## config.mk

```make
export PLATFORM = sky130hd
export DESIGN_NAME = arith_cmp_unit
export DESIGN_NICKNAME = d
export VERILOG_FILES = /design/src/rtl/arith_cmp_pkg.sv /design/src/rtl/arith_cmp_ctrl.sv /design/src/rtl/arith_cmp_dpath.sv /design/src/rtl/arith_cmp_unit.sv
export SDC_FILE = /design/constraint.sdc
export NUM_CORES = 1
export LEC_CHECK = 0
export ABC_AREA = 1
export BUFFER_PORTS_ARGS = -buffer_cell sky130_fd_sc_hd__buf_2
export CAP_MARGIN = 20
export CORE_ASPECT_RATIO = 1.4
export CORE_MARGIN = 4
export CORE_UTILIZATION = 31
export DETAILED_ROUTE_END_ITERATION = 12
export PLACE_DENSITY = 0.44
export SYNTH_ARGS = -nofsm -noshare
export SYNTH_HDL_FRONTEND = slang
export SYNTH_SLANG_ARGS = --single-unit
```

## constraint.sdc

```tcl
create_clock -name clk -period 5.5 [get_ports clk]
set_clock_uncertainty 0.15 [all_clocks]
set_input_delay 1.1 -clock clk [delete_from_list [all_inputs] [get_ports clk]]
set_output_delay 1.1 -clock clk [all_outputs]
set_load 0.02 [all_outputs]
```

## src/rtl/arith_cmp_pkg.sv

```systemverilog
package arith_cmp_pkg;

  localparam int IDX_W = 4;
  localparam int IMM_W = 8;

  typedef enum logic [3:0] {
    OP_NOP,
    OP_SUM,
    OP_SUMI,
    OP_SUMC,
    OP_SUMV,
    OP_EQ,
    OP_EQI,
    OP_GEU,
    OP_GES,
    OP_GTU,
    OP_GTS,
    OP_NNEG,
    OP_POS,
    OP_BYTEEQ,
    OP_DSETS,
    OP_DSETU
  } aluOpE;

  typedef struct packed {
    logic             regWr;
    logic             tWr;
    logic             mqWr;
    logic             useImm;
    logic             badOp;
    aluOpE            op;
    logic [IDX_W-1:0] dstIdx;
    logic [IDX_W-1:0] srcIdx;
    logic [IMM_W-1:0] imm8;
  } ctrlStrobeT;

endpackage

```

## src/rtl/arith_cmp_ctrl.sv

```systemverilog
module arith_cmp_ctrl
  import arith_cmp_pkg::*;
(
  input  logic        instrValid,
  input  logic [15:0] instrWord,
  output ctrlStrobeT  strobe
);

  logic [3:0] majorOp;
  logic [3:0] minorOp;

  assign majorOp = instrWord[15:12];
  assign minorOp = instrWord[3:0];

  always_comb begin
    strobe        = '0;
    strobe.op     = OP_NOP;
    strobe.dstIdx = instrWord[11:8];
    strobe.srcIdx = instrWord[7:4];
    strobe.imm8   = instrWord[7:0];
    if (instrValid) begin
      unique case (majorOp)
        4'h3: begin
          unique case (minorOp)
            4'h0: begin strobe.op = OP_EQ;  strobe.tWr = 1'b1; end
            4'h2: begin strobe.op = OP_GEU; strobe.tWr = 1'b1; end
            4'h3: begin strobe.op = OP_GES; strobe.tWr = 1'b1; end
            4'h6: begin strobe.op = OP_GTU; strobe.tWr = 1'b1; end
            4'h7: begin strobe.op = OP_GTS; strobe.tWr = 1'b1; end
            4'hC: begin strobe.op = OP_SUM; strobe.regWr = 1'b1; end
            4'hE: begin
              strobe.op = OP_SUMC; strobe.regWr = 1'b1; strobe.tWr = 1'b1;
            end
            4'hF: begin
              strobe.op = OP_SUMV; strobe.regWr = 1'b1; strobe.tWr = 1'b1;
            end
            default: strobe.badOp = 1'b1;
          endcase
        end
        4'h7: begin
          strobe.op     = OP_SUMI;
          strobe.regWr  = 1'b1;
          strobe.useImm = 1'b1;
        end
        4'h8: begin
          if (instrWord[11:8] == 4'h8) begin
            strobe.op     = OP_EQI;
            strobe.dstIdx = '0;
            strobe.useImm = 1'b1;
            strobe.tWr    = 1'b1;
          end else begin
            strobe.badOp = 1'b1;
          end
        end
        4'h4: begin
          if (instrWord[7:0] == 8'h11) begin
            strobe.op = OP_NNEG; strobe.tWr = 1'b1;
          end else if (instrWord[7:0] == 8'h15) begin
            strobe.op = OP_POS; strobe.tWr = 1'b1;
          end else begin
            strobe.badOp = 1'b1;
          end
        end
        4'h2: begin
          unique case (minorOp)
            4'hC: begin strobe.op = OP_BYTEEQ; strobe.tWr = 1'b1; end
            4'h7: begin
              strobe.op = OP_DSETS; strobe.tWr = 1'b1; strobe.mqWr = 1'b1;
            end
            default: strobe.badOp = 1'b1;
          endcase
        end
        4'h0: begin
          if (instrWord[11:0] == 12'h019) begin
            strobe.op = OP_DSETU; strobe.tWr = 1'b1; strobe.mqWr = 1'b1;
          end else begin
            strobe.badOp = 1'b1;
          end
        end
        default: strobe.badOp = 1'b1;
      endcase
    end
  end


  always_comb begin
    decode_excl_chk: assert (!(strobe.badOp && (strobe.regWr || strobe.tWr || strobe.mqWr)));
  end

endmodule

```

## src/rtl/arith_cmp_dpath.sv

```systemverilog
module arith_cmp_dpath
  import arith_cmp_pkg::*;
#(
  parameter int DATA_W = 32
) (
  input  logic              clk,
  input  logic              rstN,
  input  ctrlStrobeT        ctrl,
  output logic              wbEn,
  output logic [IDX_W-1:0]  wbIdx,
  output logic [DATA_W-1:0] wbData,
  output logic              tFlag,
  output logic              mFlag,
  output logic              qFlag,
  output logic              illegal
);

  localparam int REG_CNT = 1 << IDX_W;
  localparam int LANES   = DATA_W / 8;
  localparam int MSB     = DATA_W - 1;

  logic [DATA_W-1:0] regFile [REG_CNT];
  logic [DATA_W-1:0] opA, opB, immExt;
  logic [DATA_W:0]   sumFull;
  logic              carryIn, sumOvf, anyLane;
  logic [LANES-1:0]  laneHit;
  logic              nextT, nextM, nextQ;

  assign immExt  = {{(DATA_W-IMM_W){ctrl.imm8[IMM_W-1]}}, ctrl.imm8};
  assign opA     = regFile[ctrl.dstIdx];
  assign opB     = ctrl.useImm ? immExt : regFile[ctrl.srcIdx];
  assign carryIn = (ctrl.op == OP_SUMC) ? tFlag : 1'b0;
  assign sumFull = {1'b0, opA} + {1'b0, opB} + {{DATA_W{1'b0}}, carryIn};
  assign sumOvf  = (opA[MSB] == opB[MSB]) && (sumFull[MSB] != opA[MSB]);

  for (genvar lane = 0; lane < LANES; lane++) begin : g_lane
    assign laneHit[lane] = (opA[8*lane +: 8] == opB[8*lane +: 8]);
  end
  assign anyLane = |laneHit;

  always_comb begin
    nextT = tFlag;
    nextM = mFlag;
    nextQ = qFlag;
    unique case (ctrl.op)
      OP_SUMC:   nextT = sumFull[DATA_W];
      OP_SUMV:   nextT = sumOvf;
      OP_EQ,
      OP_EQI:    nextT = (opA == opB);
      OP_GEU:    nextT = (opA >= opB);
      OP_GES:    nextT = ($signed(opA) >= $signed(opB));
      OP_GTU:    nextT = (opA > opB);
      OP_GTS:    nextT = ($signed(opA) > $signed(opB));
      OP_NNEG:   nextT = !opA[MSB];
      OP_POS:    nextT = !opA[MSB] && (|opA);
      OP_BYTEEQ: nextT = anyLane;
      OP_DSETS: begin
        nextQ = opA[MSB];
        nextM = opB[MSB];
        nextT = opA[MSB] ^ opB[MSB];
      end
      OP_DSETU: begin
        nextQ = 1'b0;
        nextM = 1'b0;
        nextT = 1'b0;
      end
      default: ;
    endcase
  end

  always_ff @(posedge clk or negedge rstN) begin
    if (!rstN) begin
      for (int i = 0; i < REG_CNT; i++) regFile[i] <= '0;
      tFlag   <= 1'b0;
      mFlag   <= 1'b0;
      qFlag   <= 1'b0;
      wbEn    <= 1'b0;
      wbIdx   <= '0;
      wbData  <= '0;
      illegal <= 1'b0;
    end else begin
      wbEn    <= ctrl.regWr;
      illegal <= ctrl.badOp;
      if (ctrl.regWr) begin
        regFile[ctrl.dstIdx] <= sumFull[MSB:0];
        wbIdx                <= ctrl.dstIdx;
        wbData               <= sumFull[MSB:0];
      end
      if (ctrl.tWr) tFlag <= nextT;
      if (ctrl.mqWr) begin
        mFlag <= nextM;
        qFlag <= nextQ;
      end
    end
  end


  plain_sum_keeps_t_chk: assert property (@(posedge clk) disable iff (!rstN)
    (ctrl.op == OP_SUM) |=> (wbEn && $stable(tFlag)));


  compare_no_write_chk: assert property (@(posedge clk) disable iff (!rstN)
    (ctrl.op inside {OP_EQ, OP_GEU, OP_GES, OP_GTU, OP_GTS}) |=> !wbEn);


  signed_setup_chk: assert property (@(posedge clk) disable iff (!rstN)
    (ctrl.op == OP_DSETS) |=> (tFlag == (mFlag ^ qFlag)));


  unsigned_setup_chk: assert property (@(posedge clk) disable iff (!rstN)
    (ctrl.op == OP_DSETU) |=> (!tFlag && !mFlag && !qFlag));


  bad_op_quiet_chk: assert property (@(posedge clk) disable iff (!rstN)
    ctrl.badOp |=> (illegal && !wbEn && $stable(tFlag) && $stable(mFlag) && $stable(qFlag)));


  idle_quiet_chk: assert property (@(posedge clk) disable iff (!rstN)
    (ctrl.op == OP_NOP && !ctrl.badOp) |=>
      (!wbEn && !illegal && $stable(tFlag) && $stable(mFlag) && $stable(qFlag)));

endmodule

```

## src/rtl/arith_cmp_unit.sv

```systemverilog
module arith_cmp_unit
  import arith_cmp_pkg::*;
#(
  parameter int DATA_W = 32
) (
  input  logic              clk,
  input  logic              rstN,
  input  logic              instrValid,
  input  logic [15:0]       instrWord,
  output logic              wbEn,
  output logic [3:0]        wbIdx,
  output logic [DATA_W-1:0] wbData,
  output logic              tFlag,
  output logic              mFlag,
  output logic              qFlag,
  output logic              illegal
);

  ctrlStrobeT strobe;

  arith_cmp_ctrl u_ctrl (
    .instrValid (instrValid),
    .instrWord  (instrWord),
    .strobe     (strobe)
  );

  arith_cmp_dpath #(.DATA_W(DATA_W)) u_dpath (
    .clk     (clk),
    .rstN    (rstN),
    .ctrl    (strobe),
    .wbEn    (wbEn),
    .wbIdx   (wbIdx),
    .wbData  (wbData),
    .tFlag   (tFlag),
    .mFlag   (mFlag),
    .qFlag   (qFlag),
    .illegal (illegal)
  );

endmodule

```

==> summary.txt <==
STA
  • Hold Fails Final Rpt: 0
  • Total Negative Setup Slacks: 0 ps
  • Final Cycle Share: 86.3%
  • Final Slew Violations: 0
  • Rel. slew slack: 22.3%
  • Max Clk Rate: 211 MHz
  • RSZ-0062 raised after global routing: no
  • Period minus WS final: 4750 ps
  • Final setup violation count: 0
  • Worst slew pin tran: 1170 ps

Global route
  • Met1 GRT Util: 33.7%
  • GRT Residual Overflow: 0
  • GRT Resource Usage Total: 26.2%
  • Initial antenna violation count: 2
  • Met3 GRT Util: 2.85%
  • GRT busiest layer: met2
  • First-pass GRT wire length: 223000 µm
  • Vias in the first global route: 32800
  • GR Util met2: 45.3%
  • Largest net degree at the start of global routing: 95

Worst setup path
  • Crit-path max cell delay: 490 ps
  • CP required: 5820 ps
  • Crit start category: input pin
  • Crit path max-delay family: simple AND/OR/NAND/NOR gates
  • Critical-path cell list: buf_4 -> inv_4 -> buf_4 -> nand2_1 -> nor2_1 -> nand3_1 -> nand4_1 -> nand2_1 -> nor2_1 -> nand3_1 -> fa_1 -> inv_1 -> nand3b_1 -> nand2_1 -> a21oi_2 -> o21ai_1 -> a21oi_2 -> o21bai_1 -> a21oi_1 -> xor2_1 -> buf_4 -> o21ai_0
  • WP buf/inv: 5
  • Worst path slowest cell: fa_1
  • Critical Path Fanout Max: 17
  • CP Class: in2reg
  • Worst EP arrival: 5070 ps
  • Critical Path End Type: register

Clock tree
  • PostCTS Resize Cnt: 0
  • Clk root buf: clkbuf_16
  • Worst skew pair latency: 650 ps
  • CTS max path bufs: 3
  • Setup bufs post-CTS: 0
  • TritonCTS buffer count: 66
  • Clock H-tree levels: 3
  • Hold_buf cts: 0
  • Clk sinks: 553
  • CTS tree: done
  • Clk pin slew, worst setup/hold paths: 60 ps

Detailed routing
  • First-pass DRT Iterations: 5
  • Wire per inst: 23.1 µm
  • Vias per cell: 5.15
  • Via count: 33600
  • # DRC: 0
  • Detail Route Antenna Nets: 0
  • Final wirelength: 151000 µm
  • Starting DRT DRC Count: 2997

Flow run
  • Max-cap viol count: 0

Synthesis
  • Largest family of logic cells by synthesized area: simple AND/OR/NAND/NOR gates
  • Primary FF master, synth: dfrtp_1
  • Top cells by area, synth: dfrtp_1 (41%), nand2_1 (17%), o21ai_0 (10%), nor2_1 (6.9%), a21oi_1 (4.7%)
  • #FFs+latches synth: 553
  • Synth area leader: dfrtp_1
  • Syn Inst Count: 4987
  • Adder-cell share of the synthesized area: 2.50%
  • Top-area cell type share of the netlist area: 41.1%
  • Netlist Area Pre-Place: 33700 µm²
  • EDFF count, synth: 0
  • Compound-Gate Fraction of Synth Area: 18.7%
  • Avg Cell Area, Syn: 6.75 µm²
  • Most frequent cell after synthesis: nand2_1
  • Post-synthesis net count: 5072
  • Ys async rst share: 100%
  • Unique cell type count in the Yosys netlist: 52
  • Post-Synth XOR/XNOR Area: 0.595%
  • Simple-gate share of the synthesized area: 28.6%
  • Synth cell count leaders: nand2_1 (1548), o21ai_0 (690), nor2_1 (620)
  • Mux share of post-synthesis cell area: 0%
  • Sequential share of the synthesized area: 41.1%
  • Synth warn: 0

Min path
  • Hold Path Class: reg2reg

Outcome
  • Status: finished, final reports clean

Floorplan
  • Initial Utilization: 31.3%
  • Die area: 114000 µm²
  • # IOs: 60
  • Row count: 142
  • Die height: 398 µm
  • Core Region: 107000 µm²
  • Die width: 287 µm

Final layout
  • Non-Filler Instances: 6524
  • Ant. Diodes: 0
  • Area grow syn2layout: 17.1%
  • Number of nets in the layout: 5130
  • Share of cells above drive strength 1: 9.58%
  • Final Util: 36.7%

Power and ir drop
  • Pwr Density: 340 nW/µm²
  • Leakage: 19.3 nW
  • Total Power: 13.4 mW
  • Maximum vdd drop: 0.225 mV

Placement
  • Hpwl dp: 99500 µm
  • Routability Congestion: 0.907
  • DP Cell Count: 6417
  • Port buffer count: 59
-- placed cells by master, fill, tap and decap left out, types with 64 or more instances in the layout --
cell       count
a21oi_1      317
buf_12        67
buf_4        194
clkbuf_16     68
dfrtp_1      553
ha_1          64
inv_1        371
nand2_1     1543
nand3_1      207
nor2_1       615
o21ai_0      690
-- metrics by stage --
step           cell area, µm²  hold WS [ps]  setup slack [ps]
6_report                39400           323               753
5_1_grt                 39400           349               375
4_1_cts                 39400           328               783
3_5_place_dp            37300           310               117
3_3_place_gp            37300           311               122
2_1_floorplan           33700           303               707
-- routing by layer --
metal | up-vias | wire, µm
met5 | - | 0
met3 | 239 | 6600
met4 | 0 | 5920
met2 | 967 | 73200
li1 | 16100 | -
met1 | 16200 | 64800
-- power by group --
| part | internal, mW | switching, mW |
|---|---|---|
| logic | 1.32 | 2.63 |
| clock network | 2.65 | 1.90 |
| registers | 4.55 | 0.345 |
| total | 8.53 | 4.87 |
-- path summary, 6_finish.rpt --
path,start,to,cells past startpoint,slack [ps]
hold / removal,u_dpath.wbData[20],u_dpath.wbData[20],2,320
setup reg to reg,u_dpath.regFile[120],u_dpath.regFile[156],17,1410
setup / recovery,instrWord[5],u_dpath.regFile[309],22,750
min in group asynchronous,rstN,u_dpath.wbData[5],1,350
max in group asynchronous,rstN,u_dpath.regFile[151],2,3670
hold reg to reg,u_dpath.wbData[20],u_dpath.wbData[20],2,320
-- kinds of logic after synthesis --
| family | after synthesis |
|---|---|
| compound gates | 1180 |
| xor+xnor | 22 |
| fa+ha+maj | 66 |
| buf+inv | 730 |
| flops | 553 |
| simple gates | 2436 |
-- state kept, by name, indices dropped and copies added (netlist names) --
| register | count |
|---|---|
| u_dpath.wbData | 32 |
| u_dpath.qFlag | 1 |
| u_dpath.mFlag | 1 |
| u_dpath.wbIdx | 4 |
| u_dpath.wbEn | 1 |
| u_dpath.tFlag | 1 |
| u_dpath.illegal | 1 |
| u_dpath.regFile | 512 |
-- tightest hold or removal path, stage by stage (launching register included) --
cell and delay (ps):
dfrtp_1 340, nand2_1 50, nand2_1 50
-- area by class of cell --
type,instances,area (µm²)
clock inverters,19,260
multi-input cells,3704,17000
fillers,11600,68100
well taps,1440,1800
repair buffers,318,3110
clock buffers,88,1870
inverters,402,1520
flip-flops and latches,553,13800
(Power assumes the default switching activity.)
